$ cat src/rtl/rde_pkg.sv
package rde_pkg;

    localparam int WORD_W     = 32;
    localparam int XADDR_W    = 64;
    localparam int SQE_WORDS  = 8;
    localparam int CQE_WORDS  = 4;

    localparam logic [3:0]  OPC_MEM2MEM = 4'h4;
    localparam logic [3:0]  OPC_SMALL   = 4'h1;
    localparam logic [14:0] STS_OK      = 15'd0;
    localparam logic [14:0] STS_BAD_OPC = 15'd1;

    typedef enum logic [2:0] {
        ST_IDLE,
        ST_FETCH,
        ST_DECODE,
        ST_COPY,
        ST_CQ_WAIT,
        ST_CQ_WR
    } eng_state_e;

    typedef struct packed {
        logic [3:0]         opcode;
        logic               irq_en;
        logic [2:0]         src_attr;
        logic [2:0]         dst_attr;
        logic [WORD_W-1:0]  len;
        logic [XADDR_W-1:0] src;
        logic [XADDR_W-1:0] dst;
    } work_item_t;

    // Fold one fetched word into the partially assembled work item.
    function automatic work_item_t absorb_word(input work_item_t cur,
                                               input logic [2:0] idx,
                                               input logic [WORD_W-1:0] w);
        work_item_t s = cur;
        case (idx)
            3'd0: begin
                s.opcode   = w[3:0];
                s.irq_en   = w[8];
                s.src_attr = w[14:12];
            end
            3'd2: s.dst_attr   = w[26:24];
            3'd3: s.len        = w;
            3'd4: s.src[31:0]  = w;
            3'd5: s.src[63:32] = w;
            3'd6: s.dst[31:0]  = w;
            3'd7: s.dst[63:32] = w;
            default: ;
        endcase
        return s;
    endfunction

    function automatic logic op_supported(input logic [3:0] op);
        return (op == OPC_MEM2MEM) || (op == OPC_SMALL);
    endfunction

    // Word k of the 16-byte completion record.
    function automatic logic [WORD_W-1:0] cpl_word(input logic [1:0]  k,
                                                   input logic [15:0] head,
                                                   input logic [14:0] status,
                                                   input logic        valid);
        case (k)
            2'd2:    return {16'h0000, head};
            2'd3:    return {status, valid, 16'h0000};
            default: return '0;
        endcase
    endfunction

endpackage

$ cat src/rtl/rde_ring_ptrs.sv
module rde_ring_ptrs #(
    parameter int PTR_W = 10
) (
    input  logic             clk,
    input  logic             rst,
    input  logic             clr,
    input  logic [PTR_W-1:0] sq_depth_m1,
    input  logic [PTR_W-1:0] cq_depth_m1,
    input  logic             sq_tail_we,
    input  logic [PTR_W-1:0] sq_tail_wdata,
    input  logic             cq_head_we,
    input  logic [PTR_W-1:0] cq_head_wdata,
    input  logic             sq_adv,
    input  logic             cq_adv,
    output logic [PTR_W-1:0] sq_head,
    output logic [PTR_W-1:0] cq_tail,
    output logic             phase,
    output logic             sq_pending,
    output logic             cq_full
);

    logic [PTR_W-1:0] sq_tail, cq_head;
    logic [PTR_W-1:0] sq_head_nx, cq_tail_nx;

    assign sq_head_nx = (sq_head == sq_depth_m1) ? '0 : sq_head + 1'b1;
    assign cq_tail_nx = (cq_tail == cq_depth_m1) ? '0 : cq_tail + 1'b1;

    assign sq_pending = (sq_head != sq_tail);
    assign cq_full    = (cq_tail_nx == cq_head);

    always_ff @(posedge clk) begin
        if (rst || clr) begin
            sq_head <= '0;
            sq_tail <= '0;
            cq_head <= '0;
            cq_tail <= '0;
            phase   <= 1'b1;
        end else begin
            if (sq_tail_we) sq_tail <= sq_tail_wdata;
            if (cq_head_we) cq_head <= cq_head_wdata;
            if (sq_adv)     sq_head <= sq_head_nx;
            if (cq_adv) begin
                cq_tail <= cq_tail_nx;
                if (cq_tail == cq_depth_m1) phase <= ~phase;
            end
        end
    end

endmodule

$ cat src/rtl/rde_engine_ctrl.sv
module rde_engine_ctrl
    import rde_pkg::*;
#(
    parameter int PTR_W  = 10,
    parameter int ADDR_W = 64
) (
    input  logic                clk,
    input  logic                rst,
    input  logic                clr,
    input  logic                sq_pending,
    input  logic                cq_full,
    input  logic [PTR_W-1:0]    sq_head,
    input  logic [PTR_W-1:0]    cq_tail,
    input  logic                phase,
    input  logic [ADDR_W-1:0]   sq_base,
    input  logic [ADDR_W-1:0]   cq_base,
    output logic                rd_req,
    output logic [ADDR_W-1:0]   rd_addr,
    input  logic                rd_ack,
    input  logic [WORD_W-1:0]   rd_data,
    output logic                wr_req,
    output logic [ADDR_W-1:0]   wr_addr,
    output logic [WORD_W-1:0]   wr_data,
    input  logic                wr_ack,
    output logic                cp_start,
    output work_item_t          item,
    input  logic                cp_done,
    output logic                sq_adv,
    output logic                cq_adv,
    output logic                cpl_irq
);

    localparam int SQE_SHIFT = $clog2(SQE_WORDS * 4);
    localparam int CQE_SHIFT = $clog2(CQE_WORDS * 4);

    eng_state_e  state;
    logic [2:0]  wcnt;
    logic [14:0] status;

    assign rd_req  = (state == ST_FETCH);
    assign rd_addr = sq_base + ADDR_W'({sq_head, SQE_SHIFT'(0)})
                             + ADDR_W'({wcnt, 2'b00});
    assign wr_req  = (state == ST_CQ_WR);
    assign wr_addr = cq_base + ADDR_W'({cq_tail, CQE_SHIFT'(0)})
                             + ADDR_W'({wcnt[1:0], 2'b00});
    assign wr_data = cpl_word(wcnt[1:0], 16'(sq_head), status, phase);

    assign sq_adv = (state == ST_FETCH) && rd_ack && (wcnt == 3'(SQE_WORDS - 1));
    assign cq_adv = (state == ST_CQ_WR) && wr_ack && (wcnt == 3'(CQE_WORDS - 1));

    always_ff @(posedge clk) begin
        if (rst || clr) begin
            state    <= ST_IDLE;
            wcnt     <= '0;
            status   <= STS_OK;
            item     <= '0;
            cp_start <= 1'b0;
            cpl_irq  <= 1'b0;
        end else begin
            cp_start <= 1'b0;
            cpl_irq  <= 1'b0;
            case (state)
                ST_IDLE: begin
                    wcnt <= '0;
                    if (sq_pending) state <= ST_FETCH;
                end
                ST_FETCH: begin
                    if (rd_ack) begin
                        item <= absorb_word(item, wcnt, rd_data);
                        wcnt <= wcnt + 1'b1;
                        if (sq_adv) state <= ST_DECODE;
                    end
                end
                ST_DECODE: begin
                    if (op_supported(item.opcode)) begin
                        status   <= STS_OK;
                        cp_start <= 1'b1;
                        state    <= ST_COPY;
                    end else begin
                        status <= STS_BAD_OPC;
                        state  <= ST_CQ_WAIT;
                    end
                end
                ST_COPY: begin
                    if (cp_done) state <= ST_CQ_WAIT;
                end
                ST_CQ_WAIT: begin
                    wcnt <= '0;
                    if (!cq_full) state <= ST_CQ_WR;
                end
                ST_CQ_WR: begin
                    if (wr_ack) begin
                        wcnt <= wcnt + 1'b1;
                        if (cq_adv) begin
                            cpl_irq <= item.irq_en;
                            state   <= ST_IDLE;
                        end
                    end
                end
                default: state <= ST_IDLE;
            endcase
        end
    end

endmodule

$ cat src/rtl/ring_desc_engine.sv
module ring_desc_engine
    import rde_pkg::*;
#(
    parameter int PTR_W  = 10,
    parameter int ADDR_W = 64
) (
    input  logic               clk,
    input  logic               rst,
    input  logic               ptr_clr,
    input  logic [ADDR_W-1:0]  sq_base,
    input  logic [ADDR_W-1:0]  cq_base,
    input  logic [PTR_W-1:0]   sq_depth_m1,
    input  logic [PTR_W-1:0]   cq_depth_m1,
    input  logic               sq_tail_we,
    input  logic [PTR_W-1:0]   sq_tail_wdata,
    input  logic               cq_head_we,
    input  logic [PTR_W-1:0]   cq_head_wdata,
    output logic               rd_req,
    output logic [ADDR_W-1:0]  rd_addr,
    input  logic               rd_ack,
    input  logic [31:0]        rd_data,
    output logic               wr_req,
    output logic [ADDR_W-1:0]  wr_addr,
    output logic [31:0]        wr_data,
    input  logic               wr_ack,
    output logic               cp_start,
    output logic [31:0]        cp_len,
    output logic [63:0]        cp_src,
    output logic [63:0]        cp_dst,
    output logic [2:0]         cp_src_attr,
    output logic [2:0]         cp_dst_attr,
    input  logic               cp_done,
    output logic               cpl_irq,
    output logic [PTR_W-1:0]   sq_head_o,
    output logic [PTR_W-1:0]   cq_tail_o
);

    logic       sq_pending, cq_full, phase, sq_adv, cq_adv;
    work_item_t item;

    rde_ring_ptrs #(.PTR_W(PTR_W)) ptrs_i (
        .clk           (clk),
        .rst           (rst),
        .clr           (ptr_clr),
        .sq_depth_m1   (sq_depth_m1),
        .cq_depth_m1   (cq_depth_m1),
        .sq_tail_we    (sq_tail_we),
        .sq_tail_wdata (sq_tail_wdata),
        .cq_head_we    (cq_head_we),
        .cq_head_wdata (cq_head_wdata),
        .sq_adv        (sq_adv),
        .cq_adv        (cq_adv),
        .sq_head       (sq_head_o),
        .cq_tail       (cq_tail_o),
        .phase         (phase),
        .sq_pending    (sq_pending),
        .cq_full       (cq_full)
    );

    rde_engine_ctrl #(.PTR_W(PTR_W), .ADDR_W(ADDR_W)) ctrl_i (
        .clk        (clk),
        .rst        (rst),
        .clr        (ptr_clr),
        .sq_pending (sq_pending),
        .cq_full    (cq_full),
        .sq_head    (sq_head_o),
        .cq_tail    (cq_tail_o),
        .phase      (phase),
        .sq_base    (sq_base),
        .cq_base    (cq_base),
        .rd_req     (rd_req),
        .rd_addr    (rd_addr),
        .rd_ack     (rd_ack),
        .rd_data    (rd_data),
        .wr_req     (wr_req),
        .wr_addr    (wr_addr),
        .wr_data    (wr_data),
        .wr_ack     (wr_ack),
        .cp_start   (cp_start),
        .item       (item),
        .cp_done    (cp_done),
        .sq_adv     (sq_adv),
        .cq_adv     (cq_adv),
        .cpl_irq    (cpl_irq)
    );

    assign cp_len      = item.len;
    assign cp_src      = item.src;
    assign cp_dst      = item.dst;
    assign cp_src_attr = item.src_attr;
    assign cp_dst_attr = item.dst_attr;

endmodule

$ cat config.mk
export PLATFORM = sky130hd
export DESIGN_NAME = ring_desc_engine
export DESIGN_NICKNAME = d
export VERILOG_FILES = /design/src/rtl/rde_pkg.sv /design/src/rtl/rde_ring_ptrs.sv /design/src/rtl/rde_engine_ctrl.sv /design/src/rtl/ring_desc_engine.sv
export SDC_FILE = /design/constraint.sdc
export NUM_CORES = 1
export LEC_CHECK = 0
export ABC_CLOCK_PERIOD_IN_PS = 3000
export BUFFER_PORTS_ARGS = -buffer_cell sky130_fd_sc_hd__clkbuf_2
export CORE_AREA = 4 4 217 219
export CTS_CLUSTER_DIAMETER = 100
export DETAILED_ROUTE_END_ITERATION = 8
export DIE_AREA = 0 0 221 223
export GPL_ROUTABILITY_DRIVEN = 1
export PLACE_DENSITY = 0.53
export SYNTH_ARGS = -nofsm -noshare
export SYNTH_HDL_FRONTEND = slang
export SYNTH_HIERARCHICAL = 1
export SYNTH_SLANG_ARGS = --single-unit
$ cat constraint.sdc
create_clock -name clk -period 3 [get_ports clk]
set_input_delay 0.15 -clock clk [delete_from_list [all_inputs] [get_ports clk]]
set_output_delay 0.15 -clock clk [all_outputs]
set_load 0.01 [all_outputs]
---- Word-level counts from Yosys, hierarchy flattened ----
Cells that the tools add are included.
cells by class
  order comparisons ....................... 0
  equality and inequality tests ........... 26
  reduce and logical (&&, ||, !) cells .... 22
  $add $sub $neg .......................... 7
  div/mod/pow operators ................... 0
  shifts and indexed selects .............. 0
  muxes and demuxes ....................... 17
  bitwise operators ....................... 5
  multiply operators ...................... 0
operator list
  operator                                               count
  adder 64 x 14 -> 64 bit                                1
  adder 64 x 15 -> 64 bit                                1
  adder 64 x 4 -> 64 bit                                 1
  adder 64 x 5 -> 64 bit                                 1
  case mux 32 bit (2 select lines)                       1
  == test 10 bit                                         3
  2-to-1 mux 3 bit                                       10
  AND reduction 3 bit                                    8
  adder 10 x 1 -> 10 bit, second input constant          2
  2-to-1 mux 10 bit                                      2
  == test 3 bit, second input constant                   6
  case mux 3 bit (6 select lines)                        1
  == test 3 x 2 -> 1 bit, second input constant          4
  inequality test 10 bit                                 1
  inequality test 2 x 1 -> 1 bit, second input constant  5
  case mux 3 bit (3 select lines)                        1
  AND reduction 7 bit                                    1
  logical NOT 3 bit                                      2
  inverter 1 bit                                         5
  == test 2 bit, second input constant                   2
  == test 4 x 1 -> 1 bit, second input constant          1
  == test 4 x 3 -> 1 bit, second input constant          1
  logical AND 1 bit                                      4
  inequality test 2 bit, second input constant           2
  other kinds (8)                                        11
storage, ports and cells
  latch bits .............................. 0
  flip-flop bits (word level) ............. 235
  memory bits (writable) .................. 0
  bits of input ports ..................... 208
  logic and storage cells ................. 96
  bits in read-only memories .............. 0
  memories ................................ 0
  output and inout bits ................... 350

---- Logic depth before layout (Yosys ltp) ----
  word-level depth ........................ 6
  depth in mapped cells ................... 14
  mapped depth without buffers ............ 12

---- By module ----
The synthesis kept the hierarchy.
by module, submodules not included
  module           cells each  area each (um^2)  instances  seq. area each (um^2)
  rde_engine_ctrl  1379        10440.0           1          3603.5
  rde_ring_ptrs    270         2374.8            1          820.8

---- Least setup slack after synthesis ----
OpenSTA, ideal clock, no wires.
  path kind ............................... register to output
  start point ............................. reg ctrl_i.wcnt[0]
  end point ............................... out wr_addr[24]
  slack ................................... 0.400 ns
  data required time ...................... 2.850 ns
  data arrival time ....................... 2.450 ns
  stages on the path, launching flop included .. 10
  buffers on the path ..................... 0
  path through ............................ dfxtp_1 -> ha_1 -> inv_1 -> fa_1 -> and2b_1 -> o31ai_1 -> a21o_1 -> o31ai_4 -> nor4b_1 -> xor2_1
on the way
  longest elaborated chain between the ends .. 1
ends and longest elaborated chain
  item                    RTL line                RTL
  from (decl)             rde_engine_ctrl.sv:37   logic [2:0] wcnt;
  from (signal assigned)  rde_engine_ctrl.sv:70   wcnt <= wcnt + 1'b1;
  from (signal assigned)  rde_engine_ctrl.sv:93   wcnt <= wcnt + 1'b1;
  adder 64 x 4 -> 64 bit  rde_engine_ctrl.sv:45   + ADDR_W'({wcnt[1:0], 2'b00});
  to (decl)               ring_desc_engine.sv:23  output logic [ADDR_W-1:0] wr_addr,
No other way between the ends.

---- Final worst setup path ----
  start point ............................. reg ctrl_i.wcnt[0]
  end point ............................... out wr_addr[56]
Same word-level chain as after synthesis.

==> impl_results.md <==
- Status: complete, but fails checks
- Failing checks: negative setup slack
- Initial Util: 0.2842
- Worst path arrival time: 2.96 ns
- Sink Count: 221
- Data required, critical path: approximately 2.9 ns
- Worst skew pair latency: 0.56 ns
- Die span in y: between 200 and 250 µm
- Reg2reg start: ptrs_i/cq_tail[3]
- RePlAce Congestion: about 0.92
- Max Clk Rate: roughly 320 MHz
- Slowest CP cell: dfxtp_4
- Most frequent CP cell: buf_6
- CP max FO: 4
- Post-synth ARST share: 0
- Drt total wl: 55140 µm
- TritonCTS buffer count: 27
- Final setup viols: 30
- VDD IR max: about 410 µV
- Leakage: just over 8 nW
- Die width: roughly 220 µm
- Post-synth EDFFs: 0
- Num ports: 558
- Design Area, Final: 0.01898 mm²
- Fin crit share: 1.036
- Vias in the first global route: ~14000
- Critical path class: reg -> out
- RSZ-0062 raised after global routing: yes
- Startpoint types: register
- Via count: roughly 14000
- Most frequently used flop master after synthesis: dfxtp_1
- Routed Antenna Nets: 0
- IO buf count: 529
- CTS max path bufs: 3
- DRT iter0 DRCs: 811
- DR WL/cell: around 19 µm
- DRC viols: 0
- Synth unique cells: between 70 and 80
- Root Buffer: clkbuf_16
- Fillers: approximately 4600
- Pre-antenna DRT Iters: 5
- Crit-path cells: ha_4 > inv_2 > fa_2 > and2b_1 > o31ai_2 > a21o_1 > buf_6 > o32ai_4 > buf_6 > nand4_1 > xnor2_1 > buf_2
- Tmin final: between 3 and 4 ns
- First-pass GRT wire length: just over 80000 µm
- Mapped cell area: approximately 0.013 mm²
- Worst Hold Class: in -> reg
- Seq/Total Area, Yosys: 0.3452
- Count of state elements after synthesis: 221
- Design Power: 7.207 mW
- Buffers plus inverters on the worst setup path: 4
- Total Die Area: ~0.05 mm²
- Final Slew Violations: 0
- Clock Skew: just over 0.02 ns
- Share of cells above drive strength 1: 0.3581
- Post-layout util: 0.4209
- CP max stage delay: between 0.3 and 0.4 ns
- Max-Cap Viols: 0
- Setup ws final: -0.1079 ns
- Area growth syn-to-layout: 48.11%
- Final hold violation count: 0
- Largest net degree at the start of global routing: between 60 and 70
- CP startpoint: ctrl_i/wcnt[0]
- CTS tree: built
- Overall Global Routing Usage: 0.2070
- Dpl cell area: about 0.016 mm²
- Pwr dens: 379.7 mW/mm²
- ANT cells: 0
- R2R setup slack: between 0.2 and 0.3 ns
- Mapped Cells: ~1600
- Critical hold path startpoint: sq_tail_we
- CTS H-tree depth: 1
- Rows: 78
- Setup_tns: -1.281 ns
- Avg Cell Area, Syn: approximately 7.8 µm²
- Clock transition at path regs: 0.06 ns
- Core area: around 0.045 mm²
- HPWL after detailed placement: around 41000 µm
- Family with the most delay on the worst path: buffers and inverters
- Via/cell ratio: roughly 5
- Initial antenna violation count: 0
- Grt total ovfl: 0
- Setup crit end kind: output pin
- Worst-Margin Slew: 0.8717 ns
- Total number of yosys warnings: 6
- Slew HR: 0.4168
- Final nets: approximately 2500
==> logic make-up after synthesis <==
group / Yosys count / share of synthesized area
flip-flops: 221 / 0.3452
AND/OR/NAND/NOR: 748 / 0.2781
other: 1 / 0.0002926
adder cells (fa/ha/maj): 35 / 0.03535
AO/OA/AOI/OAI: 298 / 0.1438
XOR/XNOR: 171 / 0.1179
buffers and inverters: 144 / 0.05507
multiplexers: 31 / 0.02421
==> layout by cell type, fill, tap and decap left out, drive strengths merged, types with 17 or more instances in the layout <==
| master | n |
|---|---|
| nor2 | 94 |
| xnor2 | 105 |
| xor2 | 65 |
| nand3 | 66 |
| nand4 | 36 |
| buf | 156 |
| and2 | 23 |
| o21ai | 20 |
| nor4 | 27 |
| o2111ai | 17 |
| nand2 | 387 |
| a21oi | 196 |
| dfxtp | 221 |
| inv | 29 |
| clkbuf | 515 |
| mux2i | 31 |
| o211ai | 18 |
| ha | 33 |
| dlygate4sd3 | 55 |
| and3 | 31 |
| conb | 20 |
| nor3 | 29 |
==> worst register-to-register path: cells and delay by family, from the launching register on <==
family          cells  cell delay (ns)
compound gates      5             0.87
xor+xnor            1             0.28
flops               1             0.49
simple gates        5             0.96
==> what timing repair did <==
item,in CTS,in global routing
setup buffers,24,25
pin swaps,42,84
endpoints found under the hold margin,189,0
gates cloned,3,0
setup endpoints to repair,105,101
gates resized for setup,105,148
hold buffers,55,0
==> flip-flops by register name (all words and copies together) (netlist names) <==
signal           count
ptrs_i/cq_head      10
ptrs_i/phase         1
ctrl_i/cp_start      1
ctrl_i/state         3
ctrl_i/cpl_irq       1
ptrs_i/sq_tail      10
ptrs_i/cq_tail      10
ptrs_i/sq_head      10
ctrl_i/item        171
ctrl_i/status        1
ctrl_i/wcnt          3
==> power breakdown <==
group          switching (mW)  internal [mW]
clock network            1.32           2.02
registers              0.0201           2.94
logic                   0.518          0.386
total                    1.86           5.35
==> cell usage after synthesis, drive strengths merged (2+ instances only) <==
cell / count / share of area
and3: 31 / 0.015
xnor2: 105 / 0.072
inv: 27 / 0.0081
a31oi: 3 / 0.0015
or4: 2 / 0.0012
nor4b: 3 / 0.0021
a21o: 8 / 0.0047
a21bo: 2 / 0.0016
a21boi: 2 / 0.0015
nand4: 36 / 0.018
nor3: 29 / 0.013
and2: 23 / 0.011
a211o: 3 / 0.0021
nand2b: 12 / 0.0059
nor3b: 2 / 0.0024
o31ai: 3 / 0.0028
buf: 51 / 0.028
mux2i: 31 / 0.024
or3: 6 / 0.0029
a211oi: 9 / 0.0074
nand4b: 6 / 0.0041
nor2b: 7 / 0.0040
o211a: 5 / 0.0039
o21ai: 20 / 0.0078
fa: 2 / 0.0031
nand3: 66 / 0.027
dfxtp: 221 / 0.35
nand3b: 2 / 0.0012
nor4: 27 / 0.018
o21bai: 3 / 0.0018
nor2: 94 / 0.028
ha: 33 / 0.032
nand2: 387 / 0.11
clkbuf: 66 / 0.019
and4: 8 / 0.0055
a21oi: 196 / 0.077
o211ai: 18 / 0.011
or2: 5 / 0.0026
o2111ai: 17 / 0.012
xor2: 65 / 0.044
==> layout make-up <==
type	count	area, µm²	area share
Clock buffer	44	849.6	0.04476
Sequential cell	221	4457	0.2348
Clock inverter	5	71.32	0.003758
Multi-Input combinational cell	1305	8660	0.4563
Timing Repair Buffer	682	4088	0.2154
Inverter	27	103.9	0.005472
Tap cell	600	750.7	0.03955
==> path summary, 6_finish.rpt <==
kind	to	cells past startpoint
hold reg to reg	ctrl_i/item[0]	2
hold / removal	ptrs_i/sq_tail[4]	3
setup reg to reg	ctrl_i/state[0]	11
setup / recovery	wr_addr[56]	12
==> through the flow <==
| stage | setup slack (ns) | instances | hold WS, ns |
|---|---|---|---|
| 6_report | -0.1079 | 2884 | 0.1122 |
| 5_1_grt | -0.2271 | 2884 | 0.1253 |
| 4_1_cts | -0.1674 | 2864 | 0.08104 |
| 3_5_place_dp | -0.03685 | 2733 | 0.3001 |
| 3_3_place_gp | -0.01692 | 2733 | 0.3001 |
| 2_1_floorplan | 0.4001 | 1668 | 0.2574 |
==> routing by layer <==
layer  vias to the layer above  global-route usage  wire [µm]
met1                      6771              0.2531      22540
met5                         -                   0          0
met4                         0             0.06221       1768
met2                       568              0.3756      27570
met3                        99             0.03184       3252
li1                       6862                   -          -
Note: power is estimated with default switching activity, not from simulation.
